$ cat src/rtl/deconv_pkg.sv
package deconv_pkg;

    typedef enum logic [2:0] {
        ST_BIAS,
        ST_LOAD,
        ST_SEEK,
        ST_MAC,
        ST_DRAIN
    } dcu_state_e;

    // Width of a counter that must hold values 0..n-1 (at least one bit).
    function automatic int cbits(input int n);
        return (n > 1) ? $clog2(n) : 1;
    endfunction

    function automatic int ceil_div(input int a, input int b);
        return (a + b - 1) / b;
    endfunction

    // Non-negative remainder.
    function automatic int pos_mod(input int a, input int m);
        int r;
        r = a % m;
        if (r < 0) r = r + m;
        return r;
    endfunction

    // Phase of the first output index that a kernel tap k reaches exactly.
    function automatic int tap_phase(input int k, input int s, input int p);
        return pos_mod(s - pos_mod(p - k, s), s);
    endfunction

    function automatic int patch_dim(input int tout, input int k, input int s);
        return ceil_div(tout, s) + ceil_div(k, s);
    endfunction

endpackage

$ cat src/rtl/dcu_tile_store.sv
module dcu_tile_store
    import deconv_pkg::*;
#(
    parameter int DATA_W = 32,
    parameter int NIN    = 16,
    parameter int NW     = 9,
    localparam int NLD   = NIN + NW,
    localparam int LW    = cbits(NLD),
    localparam int IAW   = cbits(NIN),
    localparam int WAW   = cbits(NW)
)(
    input  logic              clk,
    input  logic              rst,
    input  logic              wr_en,
    input  logic [LW-1:0]     wr_addr,
    input  logic [DATA_W-1:0] wr_data,
    input  logic [IAW-1:0]    x_addr,
    output logic [DATA_W-1:0] x_data,
    input  logic [WAW-1:0]    w_sel,
    output logic [DATA_W-1:0] w_data,
    output logic [NW-1:0]     nz_mask
);

    logic [DATA_W-1:0] patch_q [NIN];
    logic [DATA_W-1:0] tap_q   [NW];

    always_ff @(posedge clk) begin
        if (wr_en && (wr_addr < LW'(NIN))) begin
            patch_q[IAW'(wr_addr)] <= wr_data;
        end
    end

    for (genvar g = 0; g < NW; g++) begin : g_tap
        always_ff @(posedge clk) begin
            if (rst) begin
                tap_q[g] <= '0;
            end else if (wr_en && (wr_addr == LW'(NIN + g))) begin
                tap_q[g] <= wr_data;
            end
        end
        assign nz_mask[g] = |tap_q[g];
    end

    assign x_data = patch_q[x_addr];
    assign w_data = tap_q[w_sel];

endmodule

$ cat src/rtl/dcu_loop_ctrl.sv
module dcu_loop_ctrl
    import deconv_pkg::*;
#(
    parameter int KSZ    = 3,
    parameter int STRIDE = 2,
    parameter int PAD    = 1,
    parameter int TOUT   = 4,
    parameter int NCH    = 2,
    localparam int TIN   = patch_dim(TOUT, KSZ, STRIDE),
    localparam int NIN   = TIN * TIN,
    localparam int NW    = KSZ * KSZ,
    localparam int NLD   = NIN + NW,
    localparam int NOUT  = TOUT * TOUT,
    localparam int STEPS = ceil_div(TOUT, STRIDE),
    localparam int LW    = cbits(NLD),
    localparam int IAW   = cbits(NIN),
    localparam int WAW   = cbits(NW),
    localparam int AW    = cbits(NOUT),
    localparam int SW    = cbits(STEPS),
    localparam int CHW   = cbits(NCH),
    localparam int KW    = cbits(KSZ)
)(
    input  logic           clk,
    input  logic           rst,
    input  logic           in_valid,
    output logic           in_ready,
    output logic           out_valid,
    input  logic           out_ready,
    input  logic [NW-1:0]  nz_mask,
    output logic           bias_load,
    output logic           ld_en,
    output logic [LW-1:0]  ld_addr,
    output logic [WAW-1:0] w_sel,
    output logic [IAW-1:0] x_addr,
    output logic           mac_fire,
    output logic [AW-1:0]  acc_addr,
    output logic [AW-1:0]  rd_addr
);

    dcu_state_e     state;
    logic [LW-1:0]  ld_cnt;
    logic [CHW-1:0] ch;
    logic [WAW-1:0] kidx;
    logic [SW-1:0]  sh, sw;
    logic [AW-1:0]  oidx;

    // Cached phase offsets, one per kernel index.
    int phase_tab [KSZ];
    for (genvar g = 0; g < KSZ; g++) begin : g_phase
        assign phase_tab[g] = tap_phase(g, STRIDE, PAD);
    end

    // Zero-skip search: first nonzero tap, and next nonzero tap after kidx.
    logic           first_ok, next_ok;
    logic [WAW-1:0] first_idx, next_idx;
    always_comb begin
        first_ok  = 1'b0;
        first_idx = '0;
        next_ok   = 1'b0;
        next_idx  = '0;
        for (int j = NW - 1; j >= 0; j--) begin
            if (nz_mask[j]) begin
                first_ok  = 1'b1;
                first_idx = WAW'(j);
            end
            if (nz_mask[j] && (WAW'(j) > kidx)) begin
                next_ok  = 1'b1;
                next_idx = WAW'(j);
            end
        end
    end

    // Output index and dependent patch index for the current step.
    logic [KW-1:0] kh, kw;
    int oh_i, ow_i, nh_i, nw_i, ih_i, iw_i;
    logic in_window;
    always_comb begin
        kh   = KW'(kidx / WAW'(KSZ));
        kw   = KW'(kidx % WAW'(KSZ));
        oh_i = int'(sh) * STRIDE + phase_tab[kh];
        ow_i = int'(sw) * STRIDE + phase_tab[kw];
        nh_i = oh_i + PAD - int'(kh);
        nw_i = ow_i + PAD - int'(kw);
        ih_i = nh_i / STRIDE;
        iw_i = nw_i / STRIDE;
        in_window = (oh_i < TOUT) && (ow_i < TOUT) &&
                    (nh_i >= 0) && (nw_i >= 0) &&
                    (ih_i < TIN) && (iw_i < TIN);
    end

    logic last_step_w, last_step_h, last_ch;
    assign last_step_w = (sw == SW'(STEPS - 1));
    assign last_step_h = (sh == SW'(STEPS - 1));
    assign last_ch     = (ch == CHW'(NCH - 1));

    always_ff @(posedge clk) begin
        if (rst) begin
            state  <= ST_BIAS;
            ld_cnt <= '0;
            ch     <= '0;
            kidx   <= '0;
            sh     <= '0;
            sw     <= '0;
            oidx   <= '0;
        end else begin
            unique case (state)
                ST_BIAS: begin
                    if (in_valid) begin
                        state  <= ST_LOAD;
                        ld_cnt <= '0;
                        ch     <= '0;
                    end
                end
                ST_LOAD: begin
                    if (in_valid) begin
                        if (ld_cnt == LW'(NLD - 1)) begin
                            ld_cnt <= '0;
                            state  <= ST_SEEK;
                        end else begin
                            ld_cnt <= ld_cnt + LW'(1);
                        end
                    end
                end
                ST_SEEK: begin
                    sh <= '0;
                    sw <= '0;
                    if (first_ok) begin
                        kidx  <= first_idx;
                        state <= ST_MAC;
                    end else if (last_ch) begin
                        oidx  <= '0;
                        state <= ST_DRAIN;
                    end else begin
                        ch    <= ch + CHW'(1);
                        state <= ST_LOAD;
                    end
                end
                ST_MAC: begin
                    if (!last_step_w) begin
                        sw <= sw + SW'(1);
                    end else begin
                        sw <= '0;
                        if (!last_step_h) begin
                            sh <= sh + SW'(1);
                        end else begin
                            sh <= '0;
                            if (next_ok) begin
                                kidx <= next_idx;
                            end else if (last_ch) begin
                                oidx  <= '0;
                                state <= ST_DRAIN;
                            end else begin
                                ch    <= ch + CHW'(1);
                                state <= ST_LOAD;
                            end
                        end
                    end
                end
                ST_DRAIN: begin
                    if (out_ready) begin
                        if (oidx == AW'(NOUT - 1)) begin
                            oidx  <= '0;
                            state <= ST_BIAS;
                        end else begin
                            oidx <= oidx + AW'(1);
                        end
                    end
                end
                default: state <= ST_BIAS;
            endcase
        end
    end

    assign in_ready  = (state == ST_BIAS) || (state == ST_LOAD);
    assign out_valid = (state == ST_DRAIN);
    assign bias_load = (state == ST_BIAS) && in_valid;
    assign ld_en     = (state == ST_LOAD) && in_valid;
    assign ld_addr   = ld_cnt;
    assign w_sel     = kidx;
    assign x_addr    = IAW'(ih_i * TIN + iw_i);
    assign acc_addr  = AW'(oh_i * TOUT + ow_i);
    assign mac_fire  = (state == ST_MAC) && in_window;
    assign rd_addr   = oidx;

    // a compute cycle is never spent on a zero tap.
    assert_mac_nonzero_R7: assert property (@(posedge clk) disable iff (rst)
        (state == ST_MAC) |-> nz_mask[kidx]);

    // the engine reopens right after the last output handshake.
    assert_reopen_R10: assert property (@(posedge clk) disable iff (rst)
        (out_valid && out_ready && (oidx == AW'(NOUT - 1))) |=> in_ready);

endmodule

$ cat src/rtl/dcu_accum.sv
module dcu_accum
    import deconv_pkg::*;
#(
    parameter int DATA_W = 32,
    parameter int FRAC_W = 16,
    parameter int NOUT   = 16,
    localparam int AW    = cbits(NOUT),
    localparam int PW    = 2 * DATA_W,
    localparam int EW    = PW + 1
)(
    input  logic              clk,
    input  logic              rst,
    input  logic              bias_load,
    input  logic [DATA_W-1:0] bias,
    input  logic              mac_fire,
    input  logic [AW-1:0]     acc_addr,
    input  logic [DATA_W-1:0] w_data,
    input  logic [DATA_W-1:0] x_data,
    input  logic [AW-1:0]     rd_addr,
    output logic [DATA_W-1:0] rd_data
);

    logic [DATA_W-1:0] acc_q [NOUT];

    logic signed [PW-1:0] prod, scaled;
    logic [DATA_W-1:0]    cur;
    logic [EW-1:0]        wide;
    logic [EW-DATA_W:0]   top;
    logic                 fits;
    logic [DATA_W-1:0]    sum_sat;

    always_comb begin
        prod    = $signed(w_data) * $signed(x_data);
        scaled  = prod >>> FRAC_W;
        cur     = acc_q[acc_addr];
        wide    = {{(EW - DATA_W){cur[DATA_W-1]}}, cur} + {scaled[PW-1], scaled};
        top     = wide[EW-1:DATA_W-1];
        fits    = (&top) || (~|top);
        if (fits) begin
            sum_sat = wide[DATA_W-1:0];
        end else if (wide[EW-1]) begin
            sum_sat = {1'b1, {(DATA_W - 1){1'b0}}};
        end else begin
            sum_sat = {1'b0, {(DATA_W - 1){1'b1}}};
        end
    end

    for (genvar g = 0; g < NOUT; g++) begin : g_acc
        always_ff @(posedge clk) begin
            if (rst) begin
                acc_q[g] <= '0;
            end else if (bias_load) begin
                acc_q[g] <= bias;
            end else if (mac_fire && (acc_addr == AW'(g))) begin
                acc_q[g] <= sum_sat;
            end
        end
    end

    assign rd_data = acc_q[rd_addr];

    // adding two non-negative terms never wraps to a negative result.
    assert_no_wrap_pos_R6: assert property (@(posedge clk) disable iff (rst)
        (mac_fire && !cur[DATA_W-1] && !prod[PW-1]) |-> !sum_sat[DATA_W-1]);

    // adding two negative terms never wraps to a non-negative result.
    assert_no_wrap_neg_R6: assert property (@(posedge clk) disable iff (rst)
        (mac_fire && cur[DATA_W-1] && scaled[PW-1]) |-> sum_sat[DATA_W-1]);

endmodule

$ cat src/rtl/deconv_cu.sv
module deconv_cu
    import deconv_pkg::*;
#(
    parameter int DATA_W = 32,
    parameter int FRAC_W = 16,
    parameter int KSZ    = 3,
    parameter int STRIDE = 2,
    parameter int PAD    = 1,
    parameter int TOUT   = 4,
    parameter int NCH    = 2
)(
    input  logic              clk,
    input  logic              rst,
    input  logic              in_valid,
    output logic              in_ready,
    input  logic [DATA_W-1:0] in_data,
    output logic              out_valid,
    input  logic              out_ready,
    output logic [DATA_W-1:0] out_data
);

    localparam int TIN  = patch_dim(TOUT, KSZ, STRIDE);
    localparam int NIN  = TIN * TIN;
    localparam int NW   = KSZ * KSZ;
    localparam int NOUT = TOUT * TOUT;
    localparam int LW   = cbits(NIN + NW);
    localparam int IAW  = cbits(NIN);
    localparam int WAW  = cbits(NW);
    localparam int AW   = cbits(NOUT);

    logic              bias_load, ld_en, mac_fire;
    logic [LW-1:0]     ld_addr;
    logic [WAW-1:0]    w_sel;
    logic [IAW-1:0]    x_addr;
    logic [AW-1:0]     acc_addr, rd_addr;
    logic [NW-1:0]     nz_mask;
    logic [DATA_W-1:0] x_data, w_data;

    dcu_loop_ctrl #(
        .KSZ(KSZ), .STRIDE(STRIDE), .PAD(PAD), .TOUT(TOUT), .NCH(NCH)
    ) ctrl_i (
        .clk(clk), .rst(rst),
        .in_valid(in_valid), .in_ready(in_ready),
        .out_valid(out_valid), .out_ready(out_ready),
        .nz_mask(nz_mask),
        .bias_load(bias_load), .ld_en(ld_en), .ld_addr(ld_addr),
        .w_sel(w_sel), .x_addr(x_addr),
        .mac_fire(mac_fire), .acc_addr(acc_addr), .rd_addr(rd_addr)
    );

    dcu_tile_store #(
        .DATA_W(DATA_W), .NIN(NIN), .NW(NW)
    ) store_i (
        .clk(clk), .rst(rst),
        .wr_en(ld_en), .wr_addr(ld_addr), .wr_data(in_data),
        .x_addr(x_addr), .x_data(x_data),
        .w_sel(w_sel), .w_data(w_data),
        .nz_mask(nz_mask)
    );

    dcu_accum #(
        .DATA_W(DATA_W), .FRAC_W(FRAC_W), .NOUT(NOUT)
    ) accum_i (
        .clk(clk), .rst(rst),
        .bias_load(bias_load), .bias(in_data),
        .mac_fire(mac_fire), .acc_addr(acc_addr),
        .w_data(w_data), .x_data(x_data),
        .rd_addr(rd_addr), .rd_data(out_data)
    );

    // a stalled output word holds until taken.
    assert_out_hold_R9: assert property (@(posedge clk) disable iff (rst)
        (out_valid && !out_ready) |=> (out_valid && $stable(out_data)));

endmodule

$ cat config.mk
export PLATFORM = sky130hd
export DESIGN_NAME = deconv_cu
export DESIGN_NICKNAME = d
export VERILOG_FILES = /design/src/rtl/deconv_pkg.sv /design/src/rtl/dcu_tile_store.sv /design/src/rtl/dcu_loop_ctrl.sv /design/src/rtl/dcu_accum.sv /design/src/rtl/deconv_cu.sv
export SDC_FILE = /design/constraint.sdc
export NUM_CORES = 2
export LEC_CHECK = 0
export ABC_AREA = 1
export CORE_MARGIN = 3
export CORE_UTILIZATION = 35
export CTS_BUF_LIST = sky130_fd_sc_hd__clkbuf_4 sky130_fd_sc_hd__clkbuf_8 sky130_fd_sc_hd__clkbuf_16
export CTS_CLUSTER_DIAMETER = 150
export DETAILED_ROUTE_END_ITERATION = 7
export DONT_BUFFER_PORTS = 1
export GPL_TIMING_DRIVEN = 0
export SLEW_MARGIN = 20
export SYNTH_ARGS = -nofsm -noshare
export SYNTH_HDL_FRONTEND = slang
export SYNTH_SLANG_ARGS = --single-unit
$ cat constraint.sdc
create_clock -name clk -period 17.7 [get_ports clk]
set_input_delay 0.885 -clock clk [delete_from_list [all_inputs] [get_ports clk]]
set_output_delay 0.885 -clock clk [all_outputs]
set_load 0.05 [all_outputs]
======== Yosys cells after proc, flatten, opt, wreduce, memory -nomap -nowiden ========
Memory sizes are Yosys's and may differ from the RTL's. A register that Yosys moved wholly into a read port is not among the register bits.
Index checks and enable logic that the tools add are counted.
operators by class
  $add $sub $neg .......................... 16
  order comparisons ....................... 18
  multiplexer cells ....................... 227
  reductions and logical operators ........ 69
  eq/ne operators ......................... 40
  bitwise gates (word level) .............. 45
  $mul .................................... 1
  shift operators ......................... 0
  div/mod/pow operators ................... 2
operator list
  cell                     count
  $mux W32                 47
  $reduce_or A32 Y1        9
  $mux W4                  33
  $bmux W32 S2             2
  $lt A32 B4 Y1 const B    4
  $mux W1                  125
  $add A3 B32 Y32          2
  $add A32 B1 Y32          2
  $add A32 B2 Y32 const B  2
  $ge A32 B1 Y1 const B    2
  $mul A32 B32 Y64         1
  $sub A32 B3 Y32          2
  $add A32 B48 Y49         1
  $eq A5 B5 Y1 const B     9
  $logic_and A1 B1 Y1      43
  $or A1 B1 Y1             41
  $eq A4 B4 Y1 const B     9
  $reduce_and A34 Y1       1
  $reduce_or A34 Y1        1
  $mux W3                  10
  $eq A4 B3 Y1 const B     4
  $gt A3 B4 Y1 const A     4
  $mux W5                  3
  $pmux W3 S5              1
  other kinds (36)         60
storage, ports and cells
  bits in writable memories ............... 1312
  input port bits ......................... 36
  bits in latches ......................... 0
  output and inout port bits .............. 34
  memories ................................ 3
  word-level logic and storage cells ...... 428
  bits in read-only memories .............. 0
  register bits ........................... 19
memory list
  name             words  bits a word  rd ports  clocked after Yosys merged registers in  wr ports  RTL line              RTL
  accum_i.acc_q    16     32           2         1                                        16        dcu_accum.sv:23       logic [DATA_W-1:0] acc_q [NOUT];
  store_i.patch_q  16     32           1         0                                        1         dcu_tile_store.sv:24  logic [DATA_W-1:0] patch_q [NIN];
  store_i.tap_q    9      32           10        1                                        9         dcu_tile_store.sv:25  logic [DATA_W-1:0] tap_q [NW];

======== Logic depth before layout (Yosys ltp) ========
  depth in word-level cells ............... 20
  mapped depth ............................ 89
  gate-level depth less buffers ........... 84

======== By module ========
From an unflattened synthesis, not the netlist that was laid out.
second synthesis, totals
  cells, all modules ...................... 12901
  area total of the unflattened synthesis .. 108474.0 µm²
by module, submodules not included
  module          sequential area each (µm²)  instances  area each (µm²)  cells an instance
  dcu_accum       15374.7                     1          70161.0          8778
  dcu_tile_store  24023.0                     1          36289.8          3792
  dcu_loop_ctrl   380.4                       1          2023.2           331

======== Least setup slack after synthesis ========
Ideal clock, no wire load.
  path type ............................... reg-to-reg
  start point ............................. register ctrl_i.kidx[3], in the netlist ctrl_i.w_sel[3]
  end point ............................... memory accum_i.acc_q[0][10] (data pin)
  arrival ................................. 13.924 ns
  library setup time ...................... 0.264 ns
  data required time ...................... 17.436 ns
  buffers on the path ..................... 6
  clock period less this slack ............ 14.188 ns
  path slack .............................. 3.512 ns
  stages on the path, launching flop included .. 76
  path through ............................ dfxtp_1 > inv_1 > nand2_1 > inv_1 > ha_1 > inv_1 > ha_1 > o21ai_2 > xor2_1 > ha_1 > nor2_2 > inv_1 > nand2_1 > nand2_1 > ha_1 > inv_1 > ha_1 > inv_1 > [40 not listed] > nor2_1 > inv_1 > nor2_1 > nand2_1 > nor2_1 > nand2_1 > nand4_1 > nand2_1 > nor2_1 > nand2_1 > nor2_1 > nand3_2 > nand3_2 > buf_8 > nand2_4 > buf_6 > nand2_1 > nand2_1
RTL lines
  what                    RTL line              RTL
  start, declared         dcu_loop_ctrl.sv:43   logic [WAW-1:0] kidx;
  start signal, assigned  dcu_loop_ctrl.sv:128  kidx <= first_idx;
  start signal, assigned  dcu_loop_ctrl.sv:148  kidx <= next_idx;
  end, declared           dcu_accum.sv:23

==> run_results.csv <==
group,metric,value,unit
global_routing,gr-max-usage-layer,"met2",
outcome,status,"finished clean",
drt,dr_total_vias,87953,
global_routing,met3_usage,0.0701,
global_routing,use_met2,0.429,
synthesis,synth.largest_area_cell,"sky130_fd_sc_hd__edfxtp_1",
floorplanning,design.core.area,295000,um2
clock_network,cts_hold_buffers,0,
global_routing,overflow,0,
synthesis,synth_cell_types,58,
setup_path,timing_worst_setup_path_type,"reg2reg",
drt,avgViaCountPerCell,5.63,
drt,detail_route.wirelength,440000,um
setup_path,timing.critical_path.mode_cell,"sky130_fd_sc_hd__nand2_1",
placement,place_congestion,1.03,
clock_network,ctsHtreeMaxLevel,4,
finish,final_util,0.393,
clock_network,cts.reportedPaths.clkPinSlew,0.06,ns
setup_path,critical_path_arrival,17.63,ns
clock_network,clock_tree_from_tritoncts,"built",
synthesis,yosysWarningCount,0,
timing,clock.fmax,58.5,MHz
setup_path,startpoint_type,"flip-flop",
timing,final.min_clock_period,17.09,ns
worst_hold_path,holdCritPathClass,"in2reg",
setup_path,critical_path.max_fanout,10,
finish,final_layout_size_suffix_gt1_frac,0.0676,
timing,hold_viol_final,0,
floorplanning,fp-row-count,199,
synthesis,syn_nets,12742,
global_routing,antenna_found_initial,25,
global_routing,maximum_number_of_pins_on_one_net_before_global_route_repair,33,
timing,slew_viol_final,0,
synthesis,synth-main-ff-cell,"sky130_fd_sc_hd__edfxtp_1",
floorplanning,total_die_area,304000,um2
synthesis,synth_top_cells_by_area,"sky130_fd_sc_hd__edfxtp_1, sky130_fd_sc_hd__fa_1, sky130_fd_sc_hd__nand2_1, sky130_fd_sc_hd__inv_1, sky130_fd_sc_hd__nor2_1",
placement,io_buffer_count,0,
floorplanning,die_width,551,um
drt,pre_repair_dr_iteration_count,7,
floorplanning,initial_utilization,0.353,
drt,remaining_drc_errors,0,
clock_network,cts.sinks,1339,
floorplanning,die_h,551,um
timing,worstMarginPinSlew,1.33,ns
global_routing,via_count_of_the_first_global_routing_pass,86061,
placement,placed_area,111000,um2
finish,nets,12953,
setup_path,crit_slowest_cell,"sky130_fd_sc_hd__xor2_1",
clock_network,insertion_delay,0.82,ns
clock_network,cts_inserted_buffers,148,
synthesis,netlist.area_leader.share,0.379,
global_routing,grt_pass1_wl,625000,um
setup_path,slowest_cell_delay_on_critical_path,0.96,ns
synthesis,syn_area_per_cell,9.15,um2
placement,detailed_placement_hpwl,340000,um
synthesis,synth-async-reset-ratio,0,
finish,top_library_cells_by_usage_in_the_layout_fill_and_taps_aside,"sky130_fd_sc_hd__nand2_1, sky130_fd_sc_hd__inv_1, sky130_fd_sc_hd__edfxtp_1",
setup_path,timing.critical_path.required,18.24,ns
synthesis,post_syn_instances,11365,
clock_network,clockRootBuffer,"sky130_fd_sc_hd__clkbuf_16",
timing,final.setup_skew,0.0650,ns
drt,first_iter_violations,12242,
synthesis,yosysSeqAreaShare,0.384,
drt,route.detailed.wl_per_inst,28.2,um
finish,most_frequent_standard_cell_in_the_layout_excluding_fill_and_tap_cells,"sky130_fd_sc_hd__nand2_1",
synthesis,syn-cell-area,104000,um2
global_routing,track_usage,0.286,
synthesis,synth_edf_count,1312,
setup_path,crit_path_end_kind,"flip-flop",
finish,area_growth_syn_to_layout,11.4,%
global_routing,grt_util_met1,0.374,
timing,rsz0062_at_grt,"false",
floorplanning,ios,70,
drt,postRouteAntennaNets,0,
synthesis,synth-seq-cells,1339,
finish,layout.cell_area.non_filler,116000,um2
timing,final.period_utilization,0.966,
flow_run,drv_cap,0,
clock_network,clockBufferDepth,3,
timing,setup_viol,0,
timing,worst_slew_margin_rel,0.116,
==> metal layers <==
| metal | part of all wire | wire [um] |
|---|---|---|
| met2 | 0.43 | 189000 |
| met1 | 0.38 | 166000 |
| met5 | 0.00014 | 60 |
| met4 | 0.073 | 32000 |
| met3 | 0.12 | 53000 |
==> cell families (layout without fill, tap and decap cells) <==
group / count (synthesis) / in the layout / synth area share
other: 0 / 10 / 0
multiplexers: 124 / 124 / 0.0119
AO/OA/AOI/OAI: 1554 / 1554 / 0.0918
XOR/XNOR: 95 / 95 / 0.00800
flip-flops: 1339 / 1339 / 0.384
AND/OR/NAND/NOR: 4653 / 4653 / 0.179
adder cells (fa/ha/maj): 1341 / 1341 / 0.239
buffers and inverters: 2259 / 2580 / 0.0859
==> worst max-delay path, delay by kind of cell (launching register included) <==
family	cells	cell delay (ns)
simple gates	27	3.45
buf+inv	23	3.18
xor+xnor	2	1.13
compound gates	7	1.69
flops	1	0.41
fa+ha+maj	17	6.94
==> area by class of cell <==
cell class              count  area [um2]
flip-flops and latches   1339       39900
fillers                 29638      179000
inverters                1632        6150
plain buffers             624        3040
well taps                3919        4900
clock inverters            75         698
diodes                     10        25.0
clock buffers             185        4020
repair buffers             64        1280
multi-input cells        7767       55800
==> timing repair <==
action	in CTS	in global routing
pin swaps	0	6
setup buffers	0	6
gates resized for setup	65	224
setup endpoints to repair	512	506
==> sequential cells by signal, summed over array words and instances (netlist names), 3 cells and up, named ones only <==
register and cells:
ctrl_i.state 3, store_i.patch_q 512, ctrl_i.rd_addr 4, ctrl_i.ld_addr 5, ctrl_i.w_sel 4, store_i.tap_q 288
accum_i.acc_q 512
==> per-stage QoR <==
step	setup TNS [ns]	std cells	hold slack, ns	setup slack [ns]
final	0	15615	0.178	0.605
after global routing	0	15607	0.147	0.00253
after CTS	0	15602	0.135	0.0162
after detailed placement	-639.58	15342	0.497	-1.38
after global placement	-613.88	15284	0.493	-1.33
after floorplan	0	11365	0.472	3.51
==> path summary, 6_finish.rpt <==
kind | from | endpoint | slack [ns] | cells past startpoint
worst min-delay path | in_data[9] | store_i.patch_q[1][9] | 0.18 | 0
worst max register to register | ctrl_i.w_sel[3] | accum_i.acc_q[0][14] | 0.61 | 76
worst max-delay path | ctrl_i.w_sel[3] | accum_i.acc_q[0][14] | 0.61 | 76
worst min register to register | ctrl_i.ld_addr[0] | ctrl_i.ld_addr[0] | 0.51 | 2
==> cell usage after synthesis (121+ instances only) <==
library cell / n
sky130_fd_sc_hd__clkbuf_1: 386
sky130_fd_sc_hd__o21ai_0: 332
sky130_fd_sc_hd__mux2i_1: 124
sky130_fd_sc_hd__fa_1: 1082
sky130_fd_sc_hd__a221oi_1: 121
sky130_fd_sc_hd__nand2_1: 3034
sky130_fd_sc_hd__nor2_1: 1088
sky130_fd_sc_hd__buf_2: 148
sky130_fd_sc_hd__a22oi_1: 248
sky130_fd_sc_hd__ha_1: 259
sky130_fd_sc_hd__a21oi_1: 580
sky130_fd_sc_hd__inv_1: 1571
sky130_fd_sc_hd__edfxtp_1: 1312
sky130_fd_sc_hd__nand3_1: 200
sky130_fd_sc_hd__o211ai_1: 134
Power is left out: the tool's default activity adds up to more than one toggle a clock period on the data nets, which glitch-free logic cannot reach.
